**src/rtl/i2c_scl_pkg.sv**
```systemverilog
package i2c_scl_pkg;

    localparam int FIELD_W = 8;
    localparam int REG_W   = 2 * FIELD_W;
    localparam int ADDR_W  = 2;
    localparam int SPAN_W  = FIELD_W + 2;
    localparam int LIM_W   = SPAN_W + FIELD_W + 1;

    localparam logic [ADDR_W-1:0] ADDR_CLK  = 2'd0;
    localparam logic [ADDR_W-1:0] ADDR_TMO  = 2'd1;
    localparam logic [ADDR_W-1:0] ADDR_STAT = 2'd2;

    typedef logic [FIELD_W-1:0] field_t;
    typedef logic [LIM_W-1:0]   limit_t;

    typedef struct packed {
        field_t hi;
        field_t lo;
    } clk_cfg_t;

    typedef enum logic [1:0] {
        PH_IDLE,
        PH_LOW,
        PH_WAIT,
        PH_HIGH
    } phase_e;

    function automatic field_t raise_to(field_t v, field_t floor_v);
        return (v < floor_v) ? floor_v : v;
    endfunction

    function automatic limit_t stretch_limit(field_t tmo, field_t hi, field_t lo);
        logic [SPAN_W-1:0]  span;
        logic [FIELD_W:0]   mult;
        span = SPAN_W'(hi) + SPAN_W'(lo) + SPAN_W'(2);
        mult = {1'b0, tmo} + 1'b1;
        return LIM_W'(span) * LIM_W'(mult);
    endfunction

endpackage

```
**src/rtl/i2c_scl_sync.sv**
```systemverilog
module i2c_scl_sync #(
    parameter int STAGES = 2
) (
    input  logic clk,
    input  logic rst,
    input  logic d,
    output logic q
);
    logic [STAGES-1:0] chain;

    genvar i;
    generate
        for (i = 0; i < STAGES; i++) begin : g_stage
            if (i == 0) begin : g_first
                always_ff @(posedge clk) begin
                    if (rst) chain[0] <= 1'b0;
                    else     chain[0] <= d;
                end
            end else begin : g_next
                always_ff @(posedge clk) begin
                    if (rst) chain[i] <= 1'b0;
                    else     chain[i] <= chain[i-1];
                end
            end
        end
    endgenerate

    assign q = chain[STAGES-1];
endmodule

```
**src/rtl/i2c_scl_regs.sv**
```systemverilog
module i2c_scl_regs
    import i2c_scl_pkg::*;
#(
    parameter field_t HI_RESET = 8'd2,
    parameter field_t LO_RESET = 8'd4
) (
    input  logic              clk,
    input  logic              rst,
    input  logic              wr_en,
    input  logic [ADDR_W-1:0] wr_addr,
    input  logic [REG_W-1:0]  wr_data,
    input  logic [ADDR_W-1:0] rd_addr,
    input  logic              busy,
    input  logic              flag_set,
    output logic [REG_W-1:0]  rd_data,
    output clk_cfg_t          cfg,
    output field_t            tmo,
    output logic              flag
);
    logic wr_clk, wr_tmo, wr_clr;

    assign wr_clk = wr_en && (wr_addr == ADDR_CLK);
    assign wr_tmo = wr_en && (wr_addr == ADDR_TMO) && busy;
    assign wr_clr = wr_en && (wr_addr == ADDR_STAT) && wr_data[0];

    always_ff @(posedge clk) begin
        if (rst) begin
            cfg.hi <= HI_RESET;
            cfg.lo <= LO_RESET;
        end else if (wr_clk) begin
            cfg <= clk_cfg_t'(wr_data);
        end
    end

    always_ff @(posedge clk) begin
        if (rst)         tmo <= '0;
        else if (wr_tmo) tmo <= wr_data[FIELD_W-1:0];
    end

    always_ff @(posedge clk) begin
        if (rst)           flag <= 1'b0;
        else if (flag_set) flag <= 1'b1;
        else if (wr_clr)   flag <= 1'b0;
    end

    always_comb begin
        unique case (rd_addr)
            ADDR_CLK:  rd_data = REG_W'(cfg);
            ADDR_TMO:  rd_data = REG_W'(tmo);
            ADDR_STAT: rd_data = REG_W'(flag);
            default:   rd_data = '0;
        endcase
    end
endmodule

```
**src/rtl/i2c_scl_phase.sv**
```systemverilog
module i2c_scl_phase
    import i2c_scl_pkg::*;
(
    input  logic   clk,
    input  logic   rst,
    input  logic   run,
    input  logic   scl_s,
    input  field_t hi_len,
    input  field_t lo_len,
    output logic   scl_oe,
    output phase_e phase
);
    field_t cnt;

    always_ff @(posedge clk) begin
        if (rst || !run) begin
            phase <= PH_IDLE;
            cnt   <= '0;
        end else begin
            unique case (phase)
                PH_IDLE: begin
                    phase <= PH_LOW;
                    cnt   <= '0;
                end
                PH_LOW: begin
                    if (cnt == lo_len) begin
                        phase <= PH_WAIT;
                        cnt   <= '0;
                    end else begin
                        cnt <= cnt + 1'b1;
                    end
                end
                PH_WAIT: begin
                    if (scl_s) begin
                        phase <= PH_HIGH;
                        cnt   <= '0;
                    end
                end
                PH_HIGH: begin
                    if (cnt == hi_len) begin
                        phase <= PH_LOW;
                        cnt   <= '0;
                    end else begin
                        cnt <= cnt + 1'b1;
                    end
                end
                default: begin
                    phase <= PH_IDLE;
                    cnt   <= '0;
                end
            endcase
        end
    end

    assign scl_oe = (phase == PH_LOW);
endmodule

```
**src/rtl/i2c_scl_watchdog.sv**
```systemverilog
module i2c_scl_watchdog
    import i2c_scl_pkg::*;
(
    input  logic   clk,
    input  logic   rst,
    input  logic   enable,
    input  logic   start,
    input  logic   scl_s,
    input  field_t tmo,
    input  field_t hi_len,
    input  field_t lo_len,
    output logic   expire
);
    limit_t limit;
    limit_t cnt;
    logic   scl_prev;
    logic   scl_fall;

    assign limit    = stretch_limit(tmo, hi_len, lo_len);
    assign scl_fall = scl_prev && !scl_s;

    always_ff @(posedge clk) begin
        if (rst) scl_prev <= 1'b0;
        else     scl_prev <= scl_s;
    end

    always_ff @(posedge clk) begin
        if (rst || !enable || start || scl_fall) cnt <= '0;
        else if (cnt != limit)                   cnt <= cnt + 1'b1;
    end

    assign expire = enable && (cnt == limit) && !scl_s;
endmodule

```
**src/rtl/i2c_scl_timer.sv**
```systemverilog
module i2c_scl_timer
    import i2c_scl_pkg::*;
#(
    parameter int CKH_MIN     = 2,
    parameter int CKL_MIN     = 4,
    parameter int SYNC_STAGES = 2
) (
    input  logic        clk,
    input  logic        rst,
    input  logic        wr_en,
    input  logic [1:0]  wr_addr,
    input  logic [15:0] wr_data,
    input  logic [1:0]  rd_addr,
    output logic [15:0] rd_data,
    input  logic        master_en,
    input  logic        busy,
    input  logic        start,
    input  logic        scl_in,
    output logic        scl_oe,
    output logic        timeout_flag
);
    localparam field_t HI_FLOOR = field_t'(CKH_MIN);
    localparam field_t LO_FLOOR = field_t'(CKL_MIN);

    clk_cfg_t cfg_q;
    field_t   to_q;
    field_t   hi_eff;
    field_t   lo_eff;
    logic     scl_s;
    logic     gen_run;
    logic     wd_en;
    logic     wd_expire;
    phase_e   phase_q;

    assign hi_eff  = raise_to(cfg_q.hi, HI_FLOOR);
    assign lo_eff  = raise_to(cfg_q.lo, LO_FLOOR);
    assign gen_run = master_en && busy && !timeout_flag;
    assign wd_en   = gen_run && (to_q != '0);

    i2c_scl_sync #(.STAGES(SYNC_STAGES)) u_sync (
        .clk (clk),
        .rst (rst),
        .d   (scl_in),
        .q   (scl_s)
    );

    i2c_scl_regs #(.HI_RESET(HI_FLOOR), .LO_RESET(LO_FLOOR)) u_regs (
        .clk      (clk),
        .rst      (rst),
        .wr_en    (wr_en),
        .wr_addr  (wr_addr),
        .wr_data  (wr_data),
        .rd_addr  (rd_addr),
        .busy     (busy),
        .flag_set (wd_expire),
        .rd_data  (rd_data),
        .cfg      (cfg_q),
        .tmo      (to_q),
        .flag     (timeout_flag)
    );

    i2c_scl_phase u_phase (
        .clk    (clk),
        .rst    (rst),
        .run    (gen_run),
        .scl_s  (scl_s),
        .hi_len (hi_eff),
        .lo_len (lo_eff),
        .scl_oe (scl_oe),
        .phase  (phase_q)
    );

    i2c_scl_watchdog u_wd (
        .clk    (clk),
        .rst    (rst),
        .enable (wd_en),
        .start  (start),
        .scl_s  (scl_s),
        .tmo    (to_q),
        .hi_len (hi_eff),
        .lo_len (lo_eff),
        .expire (wd_expire)
    );
endmodule

```
**config.mk**
```make
export PLATFORM = sky130hd
export DESIGN_NAME = i2c_scl_timer
export DESIGN_NICKNAME = d
export VERILOG_FILES = /design/src/rtl/i2c_scl_pkg.sv /design/src/rtl/i2c_scl_sync.sv /design/src/rtl/i2c_scl_regs.sv /design/src/rtl/i2c_scl_phase.sv /design/src/rtl/i2c_scl_watchdog.sv /design/src/rtl/i2c_scl_timer.sv
export SDC_FILE = /design/constraint.sdc
export NUM_CORES = 1
export LEC_CHECK = 0
export BUFFER_PORTS_ARGS = -buffer_cell sky130_fd_sc_hd__buf_2
export CORE_MARGIN = 10
export CORE_UTILIZATION = 63
export DETAILED_ROUTE_END_ITERATION = 6
export PLACE_DENSITY = 0.89
export SYNTH_ARGS = -nofsm -noshare
export SYNTH_HDL_FRONTEND = slang
export SYNTH_SLANG_ARGS = --single-unit
```
**constraint.sdc**
```tcl
create_clock -name clk -period 10.8 [get_ports clk]
set_input_delay 1.62 -clock clk [delete_from_list [all_inputs] [get_ports clk]]
set_output_delay 1.62 -clock clk [all_outputs]
set_load 0.02 [all_outputs]
```
==> results.toml <==
[placement]
port_buffers = 44
hpwl_um = 13100
gp_congestion = 0.993

[synthesis]
synth_seq_cells = 57
synth.cell_area_um2 = 6550
synth.top_cell.area_share_pct = 17.7
synthArstFlopShare_pct = 0
synth_edf_count = 0
synth.distinct_cells = 60
ys.flop_type = "dfxtp_1"
ys_seq_area_share_pct = 17.4
postSynthAreaPerCell_um2 = 7.96
synth_top_cell_by_area = "fa_1"
syn_nets = 964
ys_warn_count = 0
yosys-top-cells-area = "fa_1, dfxtp_1, ha_1"
syn_inst = 823

[clock_tree]
cts_root_buf = "clkbuf_8"
cts_hold_buf = 0
cts.sink_count = 57
cts_buffer_depth = 2
cts_resized = 0
clkLatencyLatePin_ns = 0.34
htree_levels = 3
postCtsSetupRepairBufs = 0
clk_pin_slew_ns = 0.07
cts_tree = "built"
cts_buffers = 9

[finish]
multi_input_area_um2 = 4940
regArea_um2 = 1140
area_growth_pct = 7.30
antenna_cells = 0
nNetsFinal = 980
layout-drive-gt1-share_pct = 8.41
num-fill-cells = 805

[timing]
skew_ns = 0.0111
fin_crit_ns = 9.04
rsz0062_at_grt = "no"
slew_viol_final = 0
setup_viol = 0
finalHoldViolCount = 0
setup_tns_ns = 0
whs_ns = 0.457
finalCritPeriodShare_pct = 83.7
fmax_mhz = 111
worst_pin_slew_ns = 1.16
slew_headroom_pct = 22.6

[job]
drv_cap = 0

[floorplanning]
start_util_pct = 64.0
die_h_um = 122
row_count = 37
die_w_um = 122
ios = 45
core_um2 = 10200
fp.dieArea_um2 = 14900

[setup_path]
crit_path_max_fanout = 27
rrSetupSlack_ns = 1.76
reg2regPathDepth = 29
reg2reg_to = "u_wd.cnt[15]"
arrival_ns = 9.23
required_ns = 10.99
slowest_delay_ns = 0.98
start_kind = "flip-flop"
timing.rr.start = "u_regs.cfg[6]"
end_kind = "flip-flop"
critPathSlowestCell = "nor4b_4"
timing_worst_setup_path_type = "reg -> reg"
path_common_cell = "fa_1"

[drt]
wirelength_um = 16700
ant_nets = 0
via_per_inst = 5.96
drt_pass1_iterations = 5
dr.first_iter.drc_count = 511
vias = 5843
drc = 0
avgRoutedWirePerCell_um = 17.1

[pwr]
comb_power_share_pct = 19.5
power_frac_seq_pct = 37.3
power.switching_uw = 166
intPower_uw = 422
swShare_pct = 28.2
clockPowerShare_pct = 43.3
power_density_nw_per_um2 = 83.6
vdd_drop_max_mv = 0.204
cellLeakagePower_uw = 0.00301
finalPower_uw = 588

[global_routing]
antenna_found_initial = 0
grt_max_degree = 31
grt_remaining_overflow = 0
grt_usage_pct = 23.4
grt_pass1_vias = 5931
grt_pass1_wl_um = 28600

[hold_path]
hold_start = "u_regs.cfg[8]"
hold_class = "reg -> reg"
holdPathEnd = "u_regs.cfg[8]"
hold_depth = 2

[status]
status = "complete, no violations"
## cell type report
| class | count | area share [%] |
|---|---|---|
| multi-input combinational | 647 | 70.3 |
| clock buffer | 12 | 2.21 |
| clock inverter | 4 | 1.41 |
| timing repair buffer | 45 | 3.24 |
| sequential | 57 | 16.2 |
| tap | 136 | 2.42 |
| inverter | 79 | 4.22 |
## logic make-up after synthesis
| group | Yosys count | synth area share, % |
|---|---|---|
| AND/OR/NAND/NOR | 327 | 24.8 |
| buffers and inverters | 119 | 7.18 |
| multiplexers | 10 | 1.53 |
| adder cells (fa/ha/maj) | 114 | 28.4 |
| XOR/XNOR | 53 | 7.09 |
| AO/OA/AOI/OAI | 143 | 13.5 |
| flip-flops | 57 | 17.4 |
## worst max-delay path by stage
stage	slack, ns	endpoint	depth (start not counted)	from
6_report	1.76	u_wd.cnt[15]	29	u_regs.cfg[6]
3_3_place_gp	2.08	u_wd.cnt[15]	29	u_regs.cfg[5]
4_1_cts	1.89	u_wd.cnt[15]	29	u_regs.cfg[5]
2_1_floorplan	3.24	u_wd.cnt[1]	30	u_regs.cfg[5]
3_5_place_dp	1.98	u_wd.cnt[15]	29	u_regs.cfg[5]
5_1_grt	1.23	u_wd.cnt[3]	29	u_regs.cfg[6]
## registers in the layout, indices dropped and copies added, names as in the netlist
register / count
u_wd.cnt: 19
u_regs.cfg: 16
u_phase.cnt: 8
u_regs.tmo: 8
u_phase.phase: 2
u_regs.flag: 1
u_sync.chain: 1
u_sync.q: 1
u_wd.scl_prev: 1
## Yosys cell counts, types with 5 or more instances
cell type / count
nand2_1: 128
inv_1: 78
a21oi_1: 60
fa_1: 58
dfxtp_1: 57
ha_1: 56
nor2_1: 41
and2_1: 36
xnor2_1: 36
clkbuf_1: 31
nand3_1: 30
and3_1: 17
o21ai_0: 17
xor2_1: 17
or3_1: 16
nor2b_1: 11
a21o_1: 10
mux2i_1: 10
o21ai_1: 10
nand4_1: 9
nand2b_1: 8
nor4_1: 6
o211ai_1: 5
o21a_1: 5
## metrics by stage
stage | area (um^2) | instances | setup slack, ns | util, %
after floorplan | 6550 | 823 | 3.24 | -
final | 7030 | 980 | 1.76 | 68.7
after detailed placement | 6780 | 964 | 1.98 | 66.2
after global routing | 7030 | 980 | 1.23 | 68.7
after global placement | 6780 | 964 | 2.08 | 66.2
after CTS | 7030 | 980 | 1.89 | 68.7
## power groups by stage
| stage | Combinational [uW] | Clock (uW) | Sequential (uW) |
|---|---|---|---|
| floorplan | 85.6 | 0 | 222 |
| global route | 129 | 263 | 219 |
| CTS | 114 | 255 | 219 |
| detailed placement | 112 | 0 | 223 |
| finish | 114 | 254 | 219 |
| global placement | 109 | 0 | 223 |
## cell usage in the layout (no fill, tap or decap), types with 5 or more instances in the layout
cell type	synthesis	layout
o211ai_1	5	5
dfxtp_1	57	57
nand2_1	128	128
mux2i_1	10	10
nand3_1	30	30
nor4_1	6	6
clkbuf_8	0	11
xor2_1	17	17
nand2b_1	8	8
fa_1	58	58
o21a_1	5	5
or3_1	16	16
buf_2	4	44
a21o_1	10	10
nand4_1	9	9
and2_1	36	36
inv_1	78	78
xnor2_1	36	36
ha_1	56	56
nor2b_1	11	11
and3_1	17	17
nor2_1	41	41
o21ai_1	10	10
a21oi_1	60	60
o21ai_0	17	17
## critical path: cells and delay by family, from the launching register on
kind	cells	cell delay, ns
buffers and inverters	4	0.47
AND/OR/NAND/NOR	11	3.23
adder cells (fa/ha/maj)	6	2.71
flip-flops	1	0.38
AO/OA/AOI/OAI	8	2.10
## per-layer routing
layer	global-route usage, %	up-vias	routed length [um]	share of wire [%]
li1	-	2779	-	-
met3	3.01	48	901	5.4
met4	9.76	0	566	3.4
met1	29.3	2810	7120	43
met2	39.6	206	8130	49
met5	0	-	0	0
Power figures use the tool's default switching activity.
